<file path="config.mk">
export PLATFORM = sky130hd
export DESIGN_NAME = dual_tmr8
export DESIGN_NICKNAME = d
export VERILOG_FILES = /design/src/rtl/dual_tmr8.sv
export SDC_FILE = /design/constraint.sdc
export NUM_CORES = 1
export LEC_CHECK = 0
export BUFFER_PORTS_ARGS = -buffer_cell sky130_fd_sc_hd__buf_2
export CELL_PAD_IN_SITES_DETAIL_PLACEMENT = 0
export CELL_PAD_IN_SITES_GLOBAL_PLACEMENT = 1
export CORE_MARGIN = 1.5
export CORE_UTILIZATION = 32
export CTS_CLUSTER_DIAMETER = 50
export DETAILED_ROUTE_END_ITERATION = 7
export PLACE_DENSITY = 0.79
export SETUP_SLACK_MARGIN = 0.1
export SYNTH_ARGS = -nofsm -noshare
export SYNTH_HDL_FRONTEND = slang
export SYNTH_SLANG_ARGS = --single-unit
</file>
<file path="constraint.sdc">
create_clock -name clk -period 2.07 [get_ports clk]
set_input_delay 0.414 -clock clk [delete_from_list [all_inputs] [get_ports clk]]
set_output_delay 0.414 -clock clk [all_outputs]
set_load 0.03 [all_outputs]
</file>
<file path="src/rtl/dual_tmr8.sv">
module dual_tmr8 #(
  parameter int W        = 8,
  parameter int DIV_FAST = 6,
  parameter int DIV_SLOW = 12
) (
  input  logic         clk,
  input  logic         rst_n,
  input  logic         div_fast,
  input  logic         split_mode,
  input  logic         ev_pin,
  input  logic         gate_pin,
  input  logic         run0,
  input  logic         run1,
  input  logic         gate_en,
  input  logic         ext_sel,
  input  logic         vec_ack0,
  input  logic         vec_ack1,
  input  logic         wr_en,
  input  logic [1:0]   wr_sel,
  input  logic [W-1:0] wr_data,
  output logic [W-1:0] cnt_lo,
  output logic [W-1:0] cnt_hi,
  output logic         ovf0,
  output logic         ovf1
);
  localparam int PW = $clog2(DIV_SLOW);

  logic [PW-1:0] pre;
  logic          ev_q;

  wire [PW-1:0] d_m1   = div_fast ? PW'(DIV_FAST - 1) : PW'(DIV_SLOW - 1);
  wire          tick   = pre >= d_m1;
  wire          fall   = ev_q & ~ev_pin;
  wire          en_lo  = run0 & (~gate_en | gate_pin);
  wire          inc_lo = en_lo & (ext_sel ? fall : tick);
  wire          inc_hi = split_mode & run1 & tick;
  wire          wr_lo  = wr_en & (wr_sel == 2'd0);
  wire          wr_hi  = wr_en & (wr_sel == 2'd1);
  wire          wr_flg = wr_en & (wr_sel == 2'd2);
  wire          lo_max = &cnt_lo;
  wire          hi_max = &cnt_hi;
  wire          set0   = inc_lo & lo_max & ~wr_lo;
  wire          set1   = inc_hi & hi_max & ~wr_hi;
  wire          clr0   = vec_ack0 | (wr_flg & wr_data[0]);
  wire          clr1   = vec_ack1 | (wr_flg & wr_data[1]);

  always_ff @(posedge clk) begin
    if (!rst_n) begin
      pre    <= '0;
      ev_q   <= 1'b0;
      cnt_lo <= '0;
      cnt_hi <= '0;
      ovf0   <= 1'b0;
      ovf1   <= 1'b0;
    end else begin
      pre  <= tick ? '0 : pre + 1'b1;
      ev_q <= ev_pin;
      if (wr_lo)
        cnt_lo <= wr_data;
      else if (inc_lo)
        cnt_lo <= (lo_max && !split_mode) ? cnt_hi : cnt_lo + 1'b1;
      if (wr_hi)
        cnt_hi <= wr_data;
      else if (inc_hi)
        cnt_hi <= cnt_hi + 1'b1;
      ovf0 <= set0 | (ovf0 & ~clr0);
      ovf1 <= set1 | (ovf1 & ~clr1);
    end
  end

  AST_RELOAD: assert property (@(posedge clk) disable iff (!rst_n)
    (!split_mode && inc_lo && lo_max && !wr_lo) |=> (cnt_lo == $past(cnt_hi)) && ovf0);
  AST_TICK_GAP: assert property (@(posedge clk) disable iff (!rst_n)
    tick |=> !tick);
  AST_GATE_HOLD: assert property (@(posedge clk) disable iff (!rst_n)
    (!en_lo && !wr_lo) |=> $stable(cnt_lo));
  AST_SPLIT_WRAP: assert property (@(posedge clk) disable iff (!rst_n)
    (split_mode && inc_lo && lo_max && !wr_lo) |=> (cnt_lo == '0) && ovf0);
  AST_HI_HOLD: assert property (@(posedge clk) disable iff (!rst_n)
    (!split_mode && !wr_hi) |=> $stable(cnt_hi));
  AST_OVF1_QUIET: assert property (@(posedge clk) disable iff (!rst_n)
    !split_mode |=> !$rose(ovf1));
  AST_ACK_CLEAR: assert property (@(posedge clk) disable iff (!rst_n)
    (vec_ack0 && !set0) |=> !ovf0);
  AST_WRITE_LO: assert property (@(posedge clk) disable iff (!rst_n)
    wr_lo |=> cnt_lo == $past(wr_data));
endmodule

</file>
# Word level (Yosys, flattened, before mapping)
# Cells that the tools add are included.
# totals
regBits,23
inputBits,23
wordCells,55
output_inout_bits,18
# classes
addsub,3
reduce_logical,8
n_mux,7
order_cmp,1
eq_ne,2
bitwise_logic,28
# op_table
operator,n
$mux W8,5
$add A8 B1 Y8 const B,2
$and A1 B1 Y1,16
$reduce_and A8 Y1,2
$not A1 Y1,7
$or A1 B1 Y1,5
$add A4 B1 Y4 const B,1
$ge A4 B4 Y1,1
$mux W4,1
$reduce_bool A2 Y1,2
$eq A2 B1 Y1 const B,1
$eq A2 B2 Y1 const B,1
$logic_not A2 Y1,1
$reduce_or A2 Y1,1
$logic_and A1 B1 Y1,1
$logic_not A1 Y1,1
$mux W1,1

# Logic depth before layout (Yosys ltp)
# Gate-level depths: netlist (run 1).
# logic_depth
word_depth,7
ltp_mapped,7
depth_no_buf,6

# Worst setup path before layout (run 1)
# No wires, ideal clock.
# synth_path
path_type,input-to-reg
startpoint,in div_fast
endpoint,reg cnt_lo[6]
n_path_buf,1
setup_slack_ps,240
setup_time_ps,129
cell_stages,6
t_arrival_ps,1701
path_cell_list,ha_1 -> a211o_1 -> a211o_1 -> buf_6 -> a311oi_1 -> a211oi_2
# synth_via
elab_chain_cells,5
# synth_rtl
element,line,source
start: declaration,8,"input logic div_fast,"
$mux W4,31,wire [PW-1:0] d_m1 = div_fast ? PW'(DIV_FAST - 1) : PW'(DIV_SLOW - 1);
$ge A4 B4 Y1,32,wire tick = pre >= d_m1;
$mux W1,35,wire inc_lo = en_lo & (ext_sel ? fall : tick);
$and A1 B1 Y1,35,
$reduce_bool A2 Y1 (no source line),--,
end signal: assignment,59,cnt_lo <= wr_data;
end signal: assignment,61,cnt_lo <= (lo_max && !split_mode) ? cnt_hi : cnt_lo + 1'b1;
end: declaration,21,"output logic [W-1:0] cnt_lo,"
# Every way passes these cells.
# A chain may end at the register's enable or synchronous reset.

# Worst setup path in the final report (run 1)
# layout_path
startpoint,reg pre[1]
endpoint,reg cnt_lo[2]
# layout_via
elab_chain_cells,4
# layout_rtl
element,line,source
start: declaration,28,logic [PW-1:0] pre;
start signal: assignment,56,pre <= tick ? '0 : pre + 1'b1;
$ge A4 B4 Y1,32,
$mux W1,35,
$and A1 B1 Y1,35,
$reduce_bool A2 Y1 (no source line),--,
# Every way passes these cells.

==> impl_metrics.xml, run 1 <==
<?xml version="1.0" encoding="UTF-8"?>
<metrics>
  <group name="cells_and_area">
    <metric name="n_antenna_cell" unit="">0</metric>
    <metric name="layout_cells_sized_above_1" unit="%">27.9</metric>
    <metric name="final_cell_count_no_fill" unit="">267</metric>
    <metric name="postLayoutCoreUtil" unit="%">41.1</metric>
    <metric name="finalNetCount" unit="">245</metric>
    <metric name="area_added_between_synthesis_and_finish" unit="%">22.0</metric>
    <metric name="num-fill-cells" unit="">469</metric>
    <metric name="post-route-cell-area" unit="um2">1810</metric>
  </group>
  <group name="synth">
    <metric name="synth_nets" unit="">200</metric>
    <metric name="async_reset_ff_share" unit="%">0</metric>
    <metric name="synth_cell_type_count" unit="">44</metric>
    <metric name="post_synth_instance_area" unit="um2">1490</metric>
    <metric name="syn-mean-instance-area" unit="um2">8.70</metric>
    <metric name="synth-seq-area-share" unit="%">31.0</metric>
    <metric name="syn-instance-count" unit="">171</metric>
    <metric name="synth_edf_count" unit="">0</metric>
    <metric name="flip_flop_and_latch_count_after_synthesis" unit="">23</metric>
    <metric name="synthesis.yosys.warnings" unit="">0</metric>
    <metric name="ys_dominant_reg_cell" unit="">sky130_fd_sc_hd__dfxtp_1</metric>
  </group>
  <group name="detailed_routing">
    <metric name="routed-wl-met2" unit="um">2030</metric>
    <metric name="wl_met3" unit="um">240</metric>
    <metric name="drt_iter0_drc" unit="">128</metric>
    <metric name="antenna_violating_nets_left" unit="">0</metric>
    <metric name="drc" unit="">0</metric>
    <metric name="aggregate_routed_wire_length" unit="um">4260</metric>
    <metric name="num_vias" unit="">1550</metric>
    <metric name="top_signal_layer_used" unit="">met4</metric>
    <metric name="routed_wire_length_per_instance" unit="um">16.0</metric>
    <metric name="dr.pass1.iters" unit="">4</metric>
    <metric name="routedLengthMet1" unit="um">1960</metric>
    <metric name="post_drt_via_cell_ratio" unit="">5.81</metric>
  </group>
  <group name="power_and_ir_drop">
    <metric name="power_per_cell_area" unit="nW/um2">574</metric>
    <metric name="power.leakage" unit="nW">0.771</metric>
    <metric name="ir_worst_vdd" unit="V">0.000203</metric>
  </group>
  <group name="worst_setup_path">
    <metric name="timing.critical_path.buf_inv" unit="">1</metric>
    <metric name="crit-reg2reg-capture" unit="">cnt_lo[2]</metric>
    <metric name="crit_slowest_cell" unit="">sky130_fd_sc_hd__dfxtp_1</metric>
    <metric name="critPathMaxFanout" unit="">7</metric>
    <metric name="worst_r2r_path_depth" unit="">6</metric>
    <metric name="setup.reg_to_reg.worst_slack" unit="ns">0.21</metric>
    <metric name="path_class" unit="">flip-flop to flip-flop</metric>
    <metric name="timing.critical_path.from_type" unit="">flip-flop</metric>
    <metric name="critical_path_arrival" unit="ns">1.98</metric>
    <metric name="critical_path.endpoint_type" unit="">flip-flop</metric>
    <metric name="library_cell_appearing_most_often_on_the_critical_path" unit="">sky130_fd_sc_hd__a211o_1</metric>
    <metric name="critical_path.cell_chain" unit="">ha_1 -&gt; a211o_1 -&gt; a211o_1 -&gt; buf_4 -&gt; a221oi_1 -&gt; a311oi_1</metric>
    <metric name="path_delay_family" unit="">compound AO/OA/AOI/OAI gates</metric>
    <metric name="cp_slowest_stage_delay" unit="ns">0.34</metric>
    <metric name="timing.rr.start" unit="">pre[1]</metric>
    <metric name="critical_path_data_required_time" unit="ns">2.20</metric>
  </group>
  <group name="place">
    <metric name="place_area" unit="um2">1760</metric>
    <metric name="port-buffer-count" unit="">40</metric>
    <metric name="dpl.hpwl" unit="um">3270</metric>
    <metric name="detailedPlace.worstSlack" unit="ns">0.00748</metric>
    <metric name="numPlacedInstances" unit="">263</metric>
    <metric name="routabilityCongestion" unit="">0.861</metric>
  </group>
  <group name="clocking">
    <metric name="cts.repair_timing.setup_buffer_count" unit="">0</metric>
    <metric name="clock_tree_from_tritoncts" unit="">yes</metric>
    <metric name="clock_tree.htree_level_count" unit="">1</metric>
    <metric name="cts.hold.buffers_added" unit="">0</metric>
    <metric name="cts.path.max_buffers" unit="">2</metric>
    <metric name="cts_made_buffers" unit="">3</metric>
    <metric name="insertion_delay" unit="ns">0.26</metric>
    <metric name="clkSinkCount" unit="">23</metric>
    <metric name="path_clk_slew" unit="ns">0.09</metric>
    <metric name="clk_root_buffer_cell" unit="">sky130_fd_sc_hd__clkbuf_8</metric>
  </group>
  <group name="timing">
    <metric name="final_critical_delay_including_setup_and_external_delays" unit="ns">1.86</metric>
    <metric name="slew_headroom" unit="%">62.4</metric>
    <metric name="slew_violations" unit="">0</metric>
    <metric name="finalWorstSetupSlack" unit="ns">0.213</metric>
    <metric name="final.setup_skew" unit="ns">0.00499</metric>
    <metric name="timing.setup.tns" unit="ns">0</metric>
    <metric name="finalSetupViolations" unit="">0</metric>
    <metric name="rsz_0062_raised_after_global_routing" unit="">false</metric>
    <metric name="achievable-frequency" unit="GHz">0.539</metric>
    <metric name="final-hold-violation-count" unit="">0</metric>
    <metric name="post-route-period-util" unit="%">89.7</metric>
    <metric name="worstMarginPinSlew" unit="ns">0.561</metric>
  </group>
  <group name="worst_hold_path">
    <metric name="min-delay-start" unit="">ev_pin</metric>
    <metric name="holdPathEnd" unit="">ev_q</metric>
    <metric name="timing.hold.worst.class" unit="">input port to flip-flop</metric>
    <metric name="timing.hold.worst_path_depth" unit="">2</metric>
  </group>
  <group name="grt">
    <metric name="grt_pass1_wl" unit="um">6900</metric>
    <metric name="grt_pass1_vias" unit="">1357</metric>
    <metric name="globalRouteTotalUtil" unit="%">17.2</metric>
    <metric name="initial_antenna_violation_count" unit="">0</metric>
    <metric name="gr-total-overflow" unit="">0</metric>
    <metric name="grt_max_degree" unit="">17</metric>
  </group>
  <group name="floorplan">
    <metric name="die_w" unit="um">71.2</metric>
    <metric name="fp.dieArea" unit="um2">5070</metric>
    <metric name="floorplan.initialDensity" unit="%">33.7</metric>
    <metric name="boundaryPins" unit="">41</metric>
    <metric name="fp-row-count" unit="">24</metric>
    <metric name="coreArea" unit="um2">4410</metric>
    <metric name="die_h" unit="um">71.2</metric>
  </group>
  <group name="run">
    <metric name="drv_cap" unit="">0</metric>
  </group>
  <group name="outcome">
    <metric name="outcome" unit="">complete, no violations</metric>
  </group>
</metrics>
-- metal layers --
layer	global-route usage, %	vias to the layer above
met3	1.71	2
met5	0	-
li1	-	765
met1	24.3	734
met2	27.7	49
met4	5.03	0
-- kinds of logic (layout without fill, tap and decap cells) --
logic type	count (synthesis)	in the layout	share of synthesized area [%]
AO/OA/AOI/OAI	61	61	31.4
XOR/XNOR	4	4	2.36
adder cells (fa/ha/maj)	6	6	5.05
buffers and inverters	14	58	4.63
flip-flops	23	23	31.0
multiplexers	3	3	2.02
AND/OR/NAND/NOR	60	60	23.6
-- cell usage after synthesis (2+ instances only) --
library cell	count	area [um2]
sky130_fd_sc_hd__a211oi_1	5	37.5
sky130_fd_sc_hd__o211a_1	2	20.0
sky130_fd_sc_hd__mux2i_1	3	30.0
sky130_fd_sc_hd__xnor2_1	3	26.3
sky130_fd_sc_hd__nand2_1	15	56.3
sky130_fd_sc_hd__buf_6	2	22.5
sky130_fd_sc_hd__and3_1	4	25.0
sky130_fd_sc_hd__o22ai_1	2	12.5
sky130_fd_sc_hd__a311oi_1	5	43.8
sky130_fd_sc_hd__nand3_1	4	20.0
sky130_fd_sc_hd__or3_1	7	43.8
sky130_fd_sc_hd__and4_1	2	17.5
sky130_fd_sc_hd__a211oi_2	2	25.0
sky130_fd_sc_hd__a211o_1	2	17.5
sky130_fd_sc_hd__clkbuf_1	4	15.0
sky130_fd_sc_hd__nor2_1	5	18.8
sky130_fd_sc_hd__o21ai_0	14	70.1
sky130_fd_sc_hd__ha_1	6	75.1
sky130_fd_sc_hd__dfxtp_1	23	460
sky130_fd_sc_hd__a31oi_1	8	50.1
sky130_fd_sc_hd__inv_1	7	26.3
sky130_fd_sc_hd__and2_1	6	37.5
sky130_fd_sc_hd__a21o_1	2	15.0
sky130_fd_sc_hd__o2111ai_1	3	26.3
sky130_fd_sc_hd__nand4_1	8	50.1
sky130_fd_sc_hd__nand3b_1	3	22.5
sky130_fd_sc_hd__a221oi_1	3	26.3
sky130_fd_sc_hd__a21oi_1	5	25.0
-- state kept, by name, summed over array words and instances (netlist names) --
signal	flops
pre	4
ev_q	1
cnt_hi	8
cnt_lo	8
ovf0	1
ovf1	1
-- where the power goes --
group / switching (mW) / internal, mW / total (mW)
clock network: 0.146 / 0.137 / 0.283
registers: 0.0389 / 0.470 / 0.509
logic: 0.146 / 0.104 / 0.250
-- stage by stage --
step | hold slack [ns] | power, mW
after floorplan | 0.442 | 0.674
after global placement | 0.473 | 0.763
after detailed placement | 0.477 | 0.766
after CTS | 0.367 | 1.05
after global routing | 0.361 | 1.10
final | 0.368 | 1.04
-- layout make-up --
cell class              instances  area, um2  share of cell area, %
flip-flops and latches         23        460                   25.4
well taps                      52       65.1                   3.59
repair buffers                 47        253                   13.9
clock buffers                   4       45.0                   2.48
inverters                       7       26.3                   1.45
multi-input cells             134        965                   53.2
-- timing repair --
item	CTS	global route
endpoints found under the hold margin	0	0
setup endpoints to repair	0	1
resized for setup	0	1
-- placed cells by master, fill, tap and decap left out, types with 3 or more instances in the layout --
cell,count
sky130_fd_sc_hd__a311oi_1,5
sky130_fd_sc_hd__buf_2,40
sky130_fd_sc_hd__nand3b_1,3
sky130_fd_sc_hd__inv_1,7
sky130_fd_sc_hd__nand4_1,8
sky130_fd_sc_hd__mux2i_1,3
sky130_fd_sc_hd__and3_1,4
sky130_fd_sc_hd__a31oi_1,8
sky130_fd_sc_hd__xnor2_1,3
sky130_fd_sc_hd__or3_1,7
sky130_fd_sc_hd__o21ai_0,14
sky130_fd_sc_hd__o2111ai_1,3
sky130_fd_sc_hd__ha_1,6
sky130_fd_sc_hd__buf_4,7
sky130_fd_sc_hd__and2_1,6
sky130_fd_sc_hd__a21oi_1,5
sky130_fd_sc_hd__clkbuf_8,3
sky130_fd_sc_hd__a211oi_1,5
sky130_fd_sc_hd__dfxtp_1,23
sky130_fd_sc_hd__nor2_1,5
sky130_fd_sc_hd__nand3_1,4
sky130_fd_sc_hd__nand2_1,15
-- worst max path at each step --
stage	from	end	slack, ns	cells after the start
final	pre[1]	cnt_lo[2]	0.21	6
after global routing	pre[1]	cnt_lo[0]	0.12	6
after CTS	pre[1]	cnt_lo[2]	0.22	6
after detailed placement	div_fast	cnt_lo[2]	0.007	7
after global placement	div_fast	cnt_lo[2]	0.03	7
after floorplan	div_fast	cnt_lo[6]	0.24	6
Power figures use the tool's default switching activity.
==> inputs of run 2 (changes only) <==
- CORE_MARGIN: 1.5 -> 8
- CORE_UTILIZATION: 32 -> 35
- PLACE_DENSITY: 0.79 -> 0.84
==> impl_metrics.xml, run 2 (synthesis results as in run 1) <==
<?xml version="1.0" encoding="UTF-8"?>
<metrics>
  <group name="outcome">
    <metric name="outcome" unit="">complete, no violations</metric>
  </group>
  <group name="clocking">
    <metric name="clock_tree.htree_level_count" unit="">1</metric>
    <metric name="insertion_delay" unit="ns">0.26</metric>
    <metric name="clock_tree_from_tritoncts" unit="">yes</metric>
    <metric name="cts_made_buffers" unit="">3</metric>
    <metric name="path_clk_slew" unit="ns">0.09</metric>
    <metric name="cts.path.max_buffers" unit="">2</metric>
    <metric name="cts.repair_timing.setup_buffer_count" unit="">0</metric>
    <metric name="clkSinkCount" unit="">23</metric>
    <metric name="cts.hold.buffers_added" unit="">0</metric>
    <metric name="clk_root_buffer_cell" unit="">sky130_fd_sc_hd__clkbuf_8</metric>
    <metric name="cts_resized" unit="">0</metric>
  </group>
  <group name="power_and_ir_drop">
    <metric name="power.share.combinational" unit="%">23.5</metric>
    <metric name="total_switching_power" unit="mW">0.330</metric>
    <metric name="power_per_cell_area" unit="nW/um2">573</metric>
    <metric name="netSwitchingFraction" unit="%">31.9</metric>
    <metric name="ir_worst_vdd" unit="V">0.000217</metric>
    <metric name="seq_power_share" unit="%">49.3</metric>
    <metric name="share_clk_of_total_power" unit="%">27.2</metric>
    <metric name="p_int" unit="mW">0.706</metric>
    <metric name="power.leakage" unit="nW">0.772</metric>
  </group>
  <group name="detailed_routing">
    <metric name="antenna_violating_nets_left" unit="">0</metric>
    <metric name="drt_iter0_drc" unit="">109</metric>
    <metric name="dr.pass1.iters" unit="">4</metric>
    <metric name="aggregate_routed_wire_length" unit="um">4370</metric>
    <metric name="num_vias" unit="">1569</metric>
    <metric name="post_drt_via_cell_ratio" unit="">5.92</metric>
    <metric name="routed_wire_length_per_instance" unit="um">16.5</metric>
    <metric name="drc" unit="">0</metric>
  </group>
  <group name="place">
    <metric name="routabilityCongestion" unit="">0.887</metric>
    <metric name="detailedPlace.worstSlack" unit="ns">-0.0148</metric>
    <metric name="dpl.hpwl" unit="um">3450</metric>
    <metric name="port-buffer-count" unit="">40</metric>
  </group>
  <group name="cells_and_area">
    <metric name="final_common_cell" unit="">sky130_fd_sc_hd__buf_2</metric>
    <metric name="n_antenna_cell" unit="">0</metric>
    <metric name="mostFrequentLayoutCells" unit="">sky130_fd_sc_hd__buf_2 (40), sky130_fd_sc_hd__dfxtp_1 (23), sky130_fd_sc_hd__nand2_1 (15)</metric>
    <metric name="largest_registers" unit="">cnt_hi (8), cnt_lo (8), pre (4)</metric>
    <metric name="layout_cells_sized_above_1" unit="%">27.9</metric>
    <metric name="area_added_between_synthesis_and_finish" unit="%">21.4</metric>
    <metric name="finalNetCount" unit="">245</metric>
    <metric name="num-fill-cells" unit="">412</metric>
  </group>
  <group name="timing">
    <metric name="slew_violations" unit="">0</metric>
    <metric name="post-route-period-util" unit="%">89.7</metric>
    <metric name="achievable-frequency" unit="GHz">0.539</metric>
    <metric name="worstMarginPinSlew" unit="ns">0.580</metric>
    <metric name="finalWorstSetupSlack" unit="ns">0.214</metric>
    <metric name="slew_headroom" unit="%">61.1</metric>
    <metric name="final-hold-violation-count" unit="">0</metric>
    <metric name="final_critical_delay_including_setup_and_external_delays" unit="ns">1.86</metric>
    <metric name="finalSetupViolations" unit="">0</metric>
    <metric name="rsz_0062_raised_after_global_routing" unit="">false</metric>
    <metric name="timing.setup.tns" unit="ns">0</metric>
    <metric name="final.setup_skew" unit="ns">0.00888</metric>
    <metric name="final.hold.worst_slack" unit="ns">0.368</metric>
  </group>
  <group name="floorplan">
    <metric name="die_w" unit="um">81.2</metric>
    <metric name="fp-row-count" unit="">23</metric>
    <metric name="die_h" unit="um">81.2</metric>
    <metric name="coreArea" unit="um2">4060</metric>
    <metric name="fp.dieArea" unit="um2">6590</metric>
    <metric name="boundaryPins" unit="">41</metric>
    <metric name="floorplan.initialDensity" unit="%">36.7</metric>
  </group>
  <group name="grt">
    <metric name="grt_pass1_vias" unit="">1443</metric>
    <metric name="initial_antenna_violation_count" unit="">0</metric>
    <metric name="grt_pass1_wl" unit="um">6960</metric>
    <metric name="gr-total-overflow" unit="">0</metric>
    <metric name="globalRouteTotalUtil" unit="%">13.2</metric>
    <metric name="grt_max_degree" unit="">17</metric>
  </group>
  <group name="worst_setup_path">
    <metric name="critPathMaxFanout" unit="">7</metric>
    <metric name="critical_path_data_required_time" unit="ns">2.21</metric>
    <metric name="path_class" unit="">flip-flop to flip-flop</metric>
    <metric name="critical_path_arrival" unit="ns">1.99</metric>
    <metric name="timing.critical_path.from_type" unit="">flip-flop</metric>
    <metric name="critical_path.endpoint_type" unit="">flip-flop</metric>
  </group>
  <group name="run">
    <metric name="drv_cap" unit="">0</metric>
  </group>
  <group name="worst_hold_path">
    <metric name="timing.hold.worst.class" unit="">input port to flip-flop</metric>
  </group>
</metrics>
==> run 2: cell type report <==
class,instances,area (um2),share of cell area (%)
well taps,50,62.6,3.46
repair buffers,47,253,14.0
flip-flops and latches,23,460,25.5
multi-input cells,134,958,53.0
clock inverters,1,5.00,0.277
clock buffers,3,41.3,2.29
inverters,7,26.3,1.45
==> run 2: critical path, cell delays in order, from the launching register on <==
cell                       delay [ns]
sky130_fd_sc_hd__dfxtp_1         0.33
sky130_fd_sc_hd__ha_1            0.29
sky130_fd_sc_hd__a211o_1         0.28
sky130_fd_sc_hd__a211o_1         0.30
sky130_fd_sc_hd__buf_4           0.17
sky130_fd_sc_hd__a221oi_1        0.27
sky130_fd_sc_hd__a311oi_1        0.08
==> run 2: per-stage QoR <==
step           total power [mW]  instances  utilization [%]  instance area [um2]
2_1_floorplan             0.674        171                -                 1490
3_3_place_gp              0.762        261             43.4                 1760
3_5_place_dp              0.764        261             43.4                 1760
4_1_cts                    1.04        265             44.5                 1810
5_1_grt                    1.09        265             44.5                 1810
6_report                   1.04        265             44.5                 1810
==> run 2: per-layer routing <==
metal	GRT usage, %	part of all wire [%]
met1	16.9	43
met2	21.7	48
met3	2.10	7.6
met4	5.00	0.94
met5	0	0
==> run 2: power by group through the flow <==
stage / sequential, mW / combinational [mW] / clock, mW
after floorplan: 0.546 / 0.128 / 0
after global placement: 0.520 / 0.241 / 0
after detailed placement: 0.521 / 0.243 / 0
after CTS: 0.510 / 0.244 / 0.289
after global routing: 0.517 / 0.267 / 0.302
final: 0.511 / 0.244 / 0.281
==> run 2: worst paths after layout <==
path | slack, ns | cells after the start | endpoint | from
worst max-delay path | 0.21 | 6 | cnt_lo[2] | pre[1]
worst min-delay path | 0.37 | 2 | ev_q | ev_pin
worst max register to register | 0.21 | 6 | cnt_lo[2] | pre[1]
worst min register to register | 0.49 | 1 | pre[0] | pre[0]
==> inputs of run 3 (changes only) <==
- REMOVE_ABC_BUFFERS: default -> 1
==> impl_metrics.xml, run 3 (synthesis results as in run 1) <==
<?xml version="1.0" encoding="UTF-8"?>
<metrics>
  <group name="detailed_routing">
    <metric name="antenna_violating_nets_left" unit="">0</metric>
    <metric name="drt_iter0_drc" unit="">84</metric>
    <metric name="routed-wl-met2" unit="um">2140</metric>
    <metric name="routed_wire_length_per_instance" unit="um">16.7</metric>
    <metric name="top_signal_layer_used" unit="">met4</metric>
    <metric name="post_drt_via_cell_ratio" unit="">5.82</metric>
    <metric name="routedLengthMet1" unit="um">2010</metric>
    <metric name="drc" unit="">0</metric>
    <metric name="num_vias" unit="">1553</metric>
    <metric name="wl_met3" unit="um">268</metric>
    <metric name="dr.pass1.iters" unit="">4</metric>
    <metric name="aggregate_routed_wire_length" unit="um">4460</metric>
  </group>
  <group name="cells_and_area">
    <metric name="finalNetCount" unit="">247</metric>
    <metric name="n_antenna_cell" unit="">0</metric>
    <metric name="largest_registers" unit="">cnt_hi (8), cnt_lo (8), pre (4)</metric>
    <metric name="area_added_between_synthesis_and_finish" unit="%">24.1</metric>
    <metric name="mostFrequentLayoutCells" unit="">sky130_fd_sc_hd__buf_2 (40), sky130_fd_sc_hd__dfxtp_1 (22), sky130_fd_sc_hd__nand2_1 (15)</metric>
    <metric name="layout_cells_sized_above_1" unit="%">30.4</metric>
    <metric name="num-fill-cells" unit="">412</metric>
    <metric name="post-route-cell-area" unit="um2">1850</metric>
    <metric name="final_common_cell" unit="">sky130_fd_sc_hd__buf_2</metric>
  </group>
  <group name="worst_setup_path">
    <metric name="worstSetupEndpoint" unit="">cnt_lo[0]</metric>
    <metric name="timing.rr.start" unit="">pre[1]</metric>
    <metric name="path_class" unit="">flip-flop to flip-flop</metric>
    <metric name="crit-reg2reg-capture" unit="">cnt_lo[0]</metric>
    <metric name="critPathMaxFanout" unit="">5</metric>
    <metric name="critical_path_data_required_time" unit="ns">2.21</metric>
    <metric name="critical_path.endpoint_type" unit="">flip-flop</metric>
    <metric name="critical_path_arrival" unit="ns">2.02</metric>
    <metric name="timing.critical_path.from_type" unit="">flip-flop</metric>
    <metric name="origin_of_the_worst_setup_path" unit="">pre[1]</metric>
    <metric name="setup.reg_to_reg.worst_slack" unit="ns">0.18</metric>
    <metric name="worst_r2r_path_depth" unit="">6</metric>
  </group>
  <group name="floorplan">
    <metric name="coreArea" unit="um2">4060</metric>
    <metric name="fp.dieArea" unit="um2">6590</metric>
    <metric name="die_h" unit="um">81.2</metric>
    <metric name="fp-row-count" unit="">23</metric>
    <metric name="boundaryPins" unit="">41</metric>
    <metric name="floorplan.initialDensity" unit="%">36.7</metric>
    <metric name="die_w" unit="um">81.2</metric>
  </group>
  <group name="power_and_ir_drop">
    <metric name="power_per_cell_area" unit="nW/um2">569</metric>
    <metric name="ir_worst_vdd" unit="V">0.000264</metric>
    <metric name="power.leakage" unit="nW">0.783</metric>
  </group>
  <group name="grt">
    <metric name="grt_pass1_wl" unit="um">7080</metric>
    <metric name="grt_pass1_vias" unit="">1483</metric>
    <metric name="globalRouteTotalUtil" unit="%">13.3</metric>
    <metric name="grt_max_degree" unit="">17</metric>
    <metric name="gr-total-overflow" unit="">0</metric>
    <metric name="initial_antenna_violation_count" unit="">0</metric>
  </group>
  <group name="place">
    <metric name="port-buffer-count" unit="">40</metric>
    <metric name="routabilityCongestion" unit="">0.845</metric>
    <metric name="dpl.hpwl" unit="um">3420</metric>
    <metric name="place_area" unit="um2">1780</metric>
  </group>
  <group name="clocking">
    <metric name="insertion_delay" unit="ns">0.26</metric>
    <metric name="clock_tree_from_tritoncts" unit="">yes</metric>
    <metric name="clkSinkCount" unit="">23</metric>
    <metric name="clock_tree.htree_level_count" unit="">1</metric>
    <metric name="cts_resized" unit="">0</metric>
    <metric name="cts_made_buffers" unit="">3</metric>
    <metric name="cts.hold.buffers_added" unit="">0</metric>
    <metric name="path_clk_slew" unit="ns">0.08</metric>
    <metric name="cts.path.max_buffers" unit="">2</metric>
    <metric name="clk_root_buffer_cell" unit="">sky130_fd_sc_hd__clkbuf_8</metric>
    <metric name="cts.repair_timing.setup_buffer_count" unit="">0</metric>
  </group>
  <group name="timing">
    <metric name="final_critical_delay_including_setup_and_external_delays" unit="ns">1.89</metric>
    <metric name="worstMarginPinSlew" unit="ns">0.596</metric>
    <metric name="final.setup_skew" unit="ns">0.00209</metric>
    <metric name="final-hold-violation-count" unit="">0</metric>
    <metric name="post-route-period-util" unit="%">91.3</metric>
    <metric name="slew_headroom" unit="%">60.0</metric>
    <metric name="finalSetupViolations" unit="">0</metric>
    <metric name="slew_violations" unit="">0</metric>
    <metric name="timing.setup.tns" unit="ns">0</metric>
    <metric name="rsz_0062_raised_after_global_routing" unit="">true</metric>
    <metric name="achievable-frequency" unit="GHz">0.529</metric>
  </group>
  <group name="outcome">
    <metric name="outcome" unit="">complete, no violations</metric>
  </group>
  <group name="run">
    <metric name="drv_cap" unit="">0</metric>
  </group>
  <group name="worst_hold_path">
    <metric name="timing.hold.worst.class" unit="">input port to flip-flop</metric>
  </group>
</metrics>
==> run 3: changes by cell type in the layout (fill, tap and decap cells not counted), sizes merged <==
cell    previous run  this run
clkbuf             3         4
clkinv             1         0
buf               47        49
==> run 3: how the worst min path moves through the flow <==
stage,end,start,slack [ns],cells after the start
floorplan,pre[0],pre[0],0.44,1
global route,ev_q,ev_pin,0.38,2
detailed placement,ovf0,ovf0,0.47,2
global placement,pre[0],pre[0],0.47,1
finish,ev_q,ev_pin,0.36,2
CTS,ev_q,ev_pin,0.36,2
==> run 3: area by class of cell <==
| type | instances | area, um2 | share of cell area (%) |
|---|---|---|---|
| Multi-Input combinational cell | 134 | 982 | 53.2 |
| Sequential cell | 23 | 462 | 25.0 |
| Timing Repair Buffer | 49 | 268 | 14.5 |
| Tap cell | 50 | 62.6 | 3.39 |
| Clock buffer | 4 | 45.0 | 2.44 |
| Inverter | 7 | 26.3 | 1.42 |
==> run 3: critical path, stage by stage, from the launching register on <==
cell and delay [ns]:
sky130_fd_sc_hd__dfxtp_2 0.34, sky130_fd_sc_hd__ha_1 0.29, sky130_fd_sc_hd__a211o_1 0.28, sky130_fd_sc_hd__a211o_1 0.33
sky130_fd_sc_hd__buf_4 0.18, sky130_fd_sc_hd__a221oi_1 0.27, sky130_fd_sc_hd__a211oi_1 0.08
==> run 3: layer usage <==
layer	up-vias	global-route usage, %
met4	0	3.75
met2	51	21.5
li1	769	-
met5	-	0
met3	4	1.88
met1	729	17.8
==> run 3: stage by stage <==
stage | hold slack [ns] | power, mW | setup WS (ns) | cells | util (%)
4_1_cts | 0.363 | 1.04 | 0.186 | 267 | 44.9
2_1_floorplan | 0.441 | 0.665 | 0.156 | 164 | -
5_1_grt | 0.377 | 1.11 | 0.0697 | 267 | 45.5
3_5_place_dp | 0.474 | 0.768 | -0.0331 | 263 | 43.8
6_report | 0.363 | 1.05 | 0.180 | 267 | 45.5
3_3_place_gp | 0.466 | 0.766 | 0.00188 | 263 | 43.8
==> run 3: power by group <==
part           switching (mW)  leakage, nW  internal (mW)  total [mW]
registers              0.0403        0.189          0.471       0.511
clock network           0.144       0.0228          0.137       0.281
logic                   0.150        0.572          0.108       0.258
